### src/rtl/tape_fmt_regs.sv
module tape_fmt_regs #(
  parameter logic [15:0] DRIVE_TYPE = 16'hC049,
  parameter logic [15:0] FC_MAX_NRZ = 16'hFFF5
) (
  input  logic        clk,
  input  logic        rst_n,
  input  logic [3:0]  reg_addr,
  input  logic [15:0] reg_wdata,
  input  logic        reg_wr,
  input  logic        reg_rd,
  output logic [15:0] reg_rdata,
  output logic        attn,
  output logic        drv_start,
  output logic [4:0]  drv_func,
  output logic [2:0]  drv_sel,
  input  logic        drv_online,
  input  logic        drv_busy,
  input  logic        drv_bot,
  input  logic        drv_eot,
  input  logic        drv_wlock,
  input  logic        drv_done,
  input  logic        done_tmk,
  input  logic        done_fce
);

  localparam logic [3:0] A_CS = 4'd0, A_ST = 4'd1, A_ER = 4'd2, A_AT = 4'd3,
                         A_FC = 4'd4, A_TC = 4'd5, A_DT = 4'd6;
  localparam logic [4:0] F_NOP = 5'd0, F_UNL = 5'd1, F_REW = 5'd3, F_CLR = 5'd4,
                         F_RIP = 5'd8, F_ERA = 5'd10, F_WTM = 5'd11, F_SPF = 5'd12,
                         F_SPR = 5'd13, F_WCF = 5'd20, F_WCR = 5'd23, F_WR = 5'd24,
                         F_RDF = 5'd28, F_RDR = 5'd31;
  localparam logic [15:0] E_ILF = 16'h0001, E_RMR = 16'h0004, E_FER = 16'h0010,
                          E_FCE = 16'h0200, E_NXF = 16'h0800, E_UNS = 16'h4000;
  localparam logic [15:0] TC_WMASK = 16'h17FF;
  localparam logic [15:0] TC_PRESET = 16'h03C0;

  logic [5:0]  cs_q;
  logic [15:0] fc_q, er_q, tc_q;
  logic        ata_q, tmk_q, ssc_q;
  logic [4:0]  act_fn_q;

  wire       go     = cs_q[0];
  wire [4:0] fn     = reg_wdata[5:1];
  wire [3:0] fmt    = tc_q[7:4];
  wire [2:0] den    = tc_q[10:8];
  wire       fcs    = tc_q[14];
  wire       bot_st = drv_online & drv_bot;
  wire       eot_st = drv_online & drv_eot;
  wire       wl_st  = drv_online & drv_wlock;

  wire guarded = (reg_addr == A_CS) | (reg_addr == A_ST) | (reg_addr == A_ER) |
                 (reg_addr == A_FC) | (reg_addr == A_TC) | (reg_addr == A_DT);
  wire refuse  = reg_wr & go & guarded;
  wire wr_ok   = reg_wr & ~refuse;
  wire cmd     = wr_ok & (reg_addr == A_CS) & reg_wdata[0];

  logic [15:0] cmd_err;
  logic        acc, start, keep_go;

  always_comb begin
    cmd_err = '0;
    acc = 1'b0;
    start = 1'b0;
    keep_go = 1'b0;
    if (cmd) begin
      if (fn != F_CLR && (er_q != 16'h0 || drv_busy)) cmd_err = E_ILF;
      else begin
        case (fn)
          F_NOP, F_CLR: acc = 1'b1;
          F_RIP: begin acc = 1'b1; start = 1'b1; end
          F_UNL, F_REW:
            if (!drv_online) cmd_err = E_UNS;
            else begin acc = 1'b1; start = 1'b1; end
          F_SPF, F_SPR:
            if (!drv_online) cmd_err = E_UNS;
            else if (!fcs || (fn == F_SPF ? eot_st : bot_st)) cmd_err = E_NXF;
            else begin acc = 1'b1; start = 1'b1; keep_go = 1'b1; end
          F_ERA, F_WTM, F_WCF, F_WCR, F_WR, F_RDF, F_RDR: begin
            if ((fn == F_WCR || fn == F_RDR) && bot_st) cmd_err = E_NXF;
            else if (fn == F_WR && (!fcs || (den == 3'd3 && fc_q > FC_MAX_NRZ))) cmd_err = E_NXF;
            else if ((fn == F_WR || fn == F_ERA || fn == F_WTM) && wl_st) cmd_err = E_NXF;
            else if (!drv_online) cmd_err = E_UNS;
            else if (fmt != 4'd12 && fmt != 4'd13) cmd_err = E_FER;
            else begin acc = 1'b1; start = 1'b1; keep_go = 1'b1; end
          end
          default: cmd_err = E_ILF;
        endcase
      end
    end
  end

  wire [15:0] er_set  = (refuse ? E_RMR : 16'h0) | cmd_err |
                        ((drv_done & done_fce) ? E_FCE : 16'h0);
  wire        clr_cmd = acc & (fn == F_CLR);
  wire        ata_set = (er_set != 16'h0) | (drv_done & (~go | (act_fn_q < F_WCF)));
  wire        ata_clr = acc | (wr_ok & (reg_addr == A_AT) & reg_wdata[0]);

  always_ff @(posedge clk) begin
    if (!rst_n) begin
      cs_q      <= '0;
      fc_q      <= '0;
      er_q      <= '0;
      tc_q      <= '0;
      ata_q     <= 1'b0;
      tmk_q     <= 1'b0;
      ssc_q     <= 1'b0;
      act_fn_q  <= '0;
      drv_start <= 1'b0;
      drv_func  <= '0;
      drv_sel   <= '0;
    end else begin
      drv_start <= 1'b0;
      er_q  <= (clr_cmd ? 16'h0 : er_q) | er_set;
      ata_q <= ata_set | (ata_q & ~ata_clr);
      if (wr_ok && reg_addr == A_CS) begin
        cs_q <= reg_wdata[5:0];
        if (cmd && !keep_go) cs_q[0] <= 1'b0;
      end
      if (wr_ok && reg_addr == A_FC) begin
        fc_q     <= reg_wdata;
        tc_q[14] <= 1'b1;
      end
      if (wr_ok && reg_addr == A_TC)
        tc_q <= (tc_q & ~TC_WMASK) | (reg_wdata & TC_WMASK) | 16'h2000;
      if (acc) begin
        tc_q[13] <= 1'b0;
        if (fn == F_CLR) begin
          tc_q[14] <= 1'b0;
          ssc_q    <= 1'b0;
        end
        if (fn == F_RIP) tc_q <= TC_PRESET;
        if (start) begin
          tmk_q     <= 1'b0;
          drv_start <= 1'b1;
          drv_func  <= fn;
          drv_sel   <= (fn == F_RIP) ? 3'd0 : tc_q[2:0];
          act_fn_q  <= fn;
        end
      end
      if (drv_done) begin
        if (go) cs_q[0] <= 1'b0;
        else ssc_q <= 1'b1;
        if (done_tmk) tmk_q <= 1'b1;
      end
    end
  end

  wire        rdy    = ~go & ~drv_busy;
  wire [15:0] status = {ata_q, (er_q != 16'h0), drv_busy, drv_online, wl_st, eot_st,
                        1'b0, 1'b1, rdy, ssc_q, 3'b000, tmk_q, bot_st, 1'b0};

  always_ff @(posedge clk) begin
    if (!rst_n) reg_rdata <= '0;
    else if (reg_rd) begin
      case (reg_addr)
        A_CS:    reg_rdata <= {4'h0, 1'b1, 5'h0, cs_q};
        A_ST:    reg_rdata <= status;
        A_ER:    reg_rdata <= er_q;
        A_AT:    reg_rdata <= {15'h0, ata_q};
        A_FC:    reg_rdata <= fc_q;
        A_TC:    reg_rdata <= tc_q;
        A_DT:    reg_rdata <= DRIVE_TYPE;
        default: reg_rdata <= '0;
      endcase
    end
  end

  assign attn = ata_q;

endmodule

### config.mk
export PLATFORM = sky130hd
export DESIGN_NAME = tape_fmt_regs
export DESIGN_NICKNAME = d
export VERILOG_FILES = /design/src/rtl/tape_fmt_regs.sv
export SDC_FILE = /design/constraint.sdc
export NUM_CORES = 1
export LEC_CHECK = 0
export BUFFER_PORTS_ARGS = -buffer_cell sky130_fd_sc_hd__buf_2
export CAP_MARGIN = 25
export CORE_MARGIN = 5
export CORE_UTILIZATION = 55
export CTS_BUF_LIST = sky130_fd_sc_hd__clkbuf_4 sky130_fd_sc_hd__clkbuf_8 sky130_fd_sc_hd__clkbuf_16
export DETAILED_ROUTE_END_ITERATION = 12
export GPL_TIMING_DRIVEN = 1
export PLACE_DENSITY = 0.78
export SETUP_SLACK_MARGIN = 0.3
export SLEW_MARGIN = 5
export SYNTH_ARGS = -nofsm -noshare
export SYNTH_HDL_FRONTEND = slang
export SYNTH_SLANG_ARGS = --single-unit
### constraint.sdc
create_clock -name clk -period 3.25 [get_ports clk]
set_input_delay 0.1625 -clock clk [delete_from_list [all_inputs] [get_ports clk]]
set_output_delay 0.1625 -clock clk [all_outputs]
set_load 0.005 [all_outputs]
==> impl_metrics.ini <==
[outcome]
status = finished, final reports clean

[critical_path]
cp-start-kind = flip-flop
r2r_cells = 7
worst-path-max-fanout = 3
critPathKind = flip-flop to flip-flop
startpoint = er_q[2]
critPathArrivalTime_ns = 2.51
reg2reg_to = attn
crit_path_end = attn
r2r_slack_ns = 0.98
r2r_start = er_q[2]
required_ns = 3.49
endpoint_kind = flip-flop

[detailed_routing]
wirelength_um = 10200
post_drt_wl_per_cell_um = 17.9
dr.pass1.iters = 6
route.detailed.drc = 0
first_iter_violations = 368
via_count = 3550
via_per_inst = 6.22
ant_nets = 0

[clocking]
htreeDepth = 3
clock_latency_ns = 0.36
cts_buffer_depth = 2
clockRootBuffer = clkbuf_8
cts_tree = done
clock_sinks = 70
ctsHoldBuffers = 0
cts.clk_slew.worst_paths_ns = 0.08
numCtsBuffers = 9
ctsResizeCount = 0
cts_setup_buffers = 0

[hold_path]
hold_class = primary input to flip-flop
min-delay-start = reg_wdata[13]

[sta]
fmax_ghz = 0.440
finClkSkew_ns = 0.0120
period_needed_ns = 2.27
timing.hold.ws_ns = 0.0392
rsz0062_at_grt = no
tightest_slew_ns = 0.657
slew_headroom_pct = 56.0
hold_violations = 0
setup_violations = 0
finalCritPeriodShare_pct = 70.0
maxSlewViolCount = 0
fin_setup_tns_ns = 0

[layout]
n_fill_cell = 520
fin_util_pct = 65.9
finalNetCount = 523
syn_to_final_growth_pct = 16.0
antennaDiodeCount = 0
regArea_sq_mm = 0.00140
drive_gt1_share_pct = 17.1
multiInputGateArea_sq_mm = 0.00185

[yosys]
synth.net_count = 477
ys_seq_area_share_pct = 41.4
ys_warn_count = 0
synthCells = 445
synth-seq-cells = 70
synth_area_sq_mm = 0.00339
synth_cell_types = 51
syn_avg_cell_area_sq_um = 7.61

[floorplanning]
dieWidth_um = 88.5
coreArea_sq_mm = 0.00596
start_util_pct = 56.9
ios = 58
fp.dieH_um = 88.5
rows = 28
die-area_sq_mm = 0.00783

[power]
max-vdd-ir-drop_v = 0.000304
power_density_mw_per_mm2 = 467
leakage_uw = 0.00149
power_uw = 1830

[grt]
grt_max_degree = 42
grt_pass1_wl_um = 16100
overflow = 0
grt_pass1_vias = 3154
antenna_found_initial = 0
grt_use_total_pct = 27.2

[run]
drv_cap = 0

[placed_design]
dp_hpwl_um = 7380
io_buffers = 57
gp_congestion = 0.980
-- layer usage --
| metal | track usage, % | share of wire (%) | wire (um) | up-vias |
|---|---|---|---|---|
| li1 | - | - | - | 1652 |
| met1 | 36.8 | 41 | 4150 | 1644 |
| met2 | 39.9 | 45 | 4580 | 222 |
| met3 | 7.91 | 11 | 1160 | 32 |
| met4 | 12.5 | 3.3 | 336 | 0 |
| met5 | 0 | 0 | 0 | - |
-- logic make-up after synthesis --
logic type	share of synthesized area (%)
AO/OA/AOI/OAI	23.0
XOR/XNOR	0.517
buffers and inverters	4.17
flip-flops	41.4
multiplexers	2.07
AND/OR/NAND/NOR	28.9
-- sequential cells by signal, summed over array words and instances (netlist names) --
| name | flops |
|---|---|
| act_fn_q | 5 |
| attn | 1 |
| cs_q | 6 |
| drv_sel | 3 |
| drv_start | 1 |
| er_q | 6 |
| fc_q | 16 |
| reg_rdata | 16 |
| ssc_q | 1 |
| tc_q | 14 |
| tmk_q | 1 |
-- synthesized netlist by cell type (all sizes together) --
library cell	n	share of area, %
a211o	2	0.52
a211oi	3	0.66
a21boi	9	2.0
a21oi	59	8.7
a221oi	2	0.52
a222oi	4	1.2
a22o	3	0.78
a22oi	7	1.6
a2bb2oi	1	0.26
a31o	2	0.52
a31oi	5	0.92
a41oi	1	0.26
and2	5	0.92
and3	5	0.92
buf	3	0.63
clkbuf	25	2.8
dfxtp	70	41
inv	7	0.78
mux2i	7	2.1
nand2	90	10
nand2b	14	2.6
nand3	13	1.9
nand3b	2	0.44
nand4	5	0.92
nand4b	1	0.26
nor2	45	5.0
nor2b	15	2.8
nor3	6	1.0
nor4	5	1.1
nor4bb	1	0.30
o211a	3	0.89
o211ai	1	0.22
o21a	1	0.44
o21ai	8	1.2
o22a	3	0.78
o22ai	3	0.55
o2bb2ai	1	0.26
o31a	1	0.26
o31ai	1	0.22
o32a	1	0.30
or3	1	0.18
or3b	1	0.33
or4	1	0.22
xnor2	1	0.26
xor2	1	0.26
-- cells in the final DEF, fill, tap and decap left out, types with 2 or more instances in the layout --
cell / count
nand2_1: 90
dfxtp_1: 70
a21oi_1: 59
buf_2: 57
nor2_1: 45
nor2b_1: 15
nand2b_1: 14
nand3_1: 13
clkbuf_8: 9
inv_1: 7
mux2i_1: 7
o21ai_0: 7
a22oi_1: 7
a21boi_0: 7
buf_4: 6
nand4_1: 5
nor3_1: 5
and3_1: 5
and2_1: 5
a31oi_1: 5
a222oi_1: 4
a211oi_1: 3
nor4_1: 3
o211a_1: 3
o22ai_1: 3
o22a_1: 3
a22o_1: 3
nor4_2: 2
a211o_1: 2
nand3b_1: 2
a221oi_1: 2
a21boi_1: 2
clkinv_4: 2
bufinv_16: 2
-- where the power goes --
part	total [uW]	leakage [uW]	switching, uW	internal [uW]
logic	166	0.000816	107	58.8
registers	878	0.000566	9.91	868
clock network	790	0.000110	345	446
total	1830	0.00149	462	1370
-- worst max-delay path, cell delays in order (launching register included) --
cell and delay (ns):
dfxtp_1 0.32, or4_1 0.53, nor3_1 0.20, a21oi_1 0.13, nor3_1 0.34, o21ai_1 0.15, and3_1 0.20, o31a_1 0.28
-- final cells by class --
class                      instances  share of cell area, %
clock buffer                      10                   3.35
sequential                        70                   35.7
inverter                           7                  0.669
multi-input combinational        340                   47.1
tap                               75                   2.39
clock inverter                     6                   2.39
timing repair buffer              63                   8.41
-- worst min-delay path by stage --
stage          cells past startpoint        to  slack (ns)
5_1_grt                            3     tmk_q        0.05
3_5_place_dp                       3  fc_q[13]        0.41
2_1_floorplan                      2     tmk_q        0.30
6_report                           3  fc_q[13]        0.04
4_1_cts                            3  fc_q[13]        0.04
3_3_place_gp                       3  fc_q[14]        0.40
-- per-stage QoR --
stage | setup slack, ns | cell area, sq um | cells
floorplan | 1.24 | 3390 | 445
global placement | 1.06 | 3700 | 555
detailed placement | 1.01 | 3700 | 555
CTS | 1.00 | 3930 | 571
global route | 0.760 | 3930 | 571
finish | 0.975 | 3930 | 571
No activity file was read; power rests on OpenSTA's default activity.
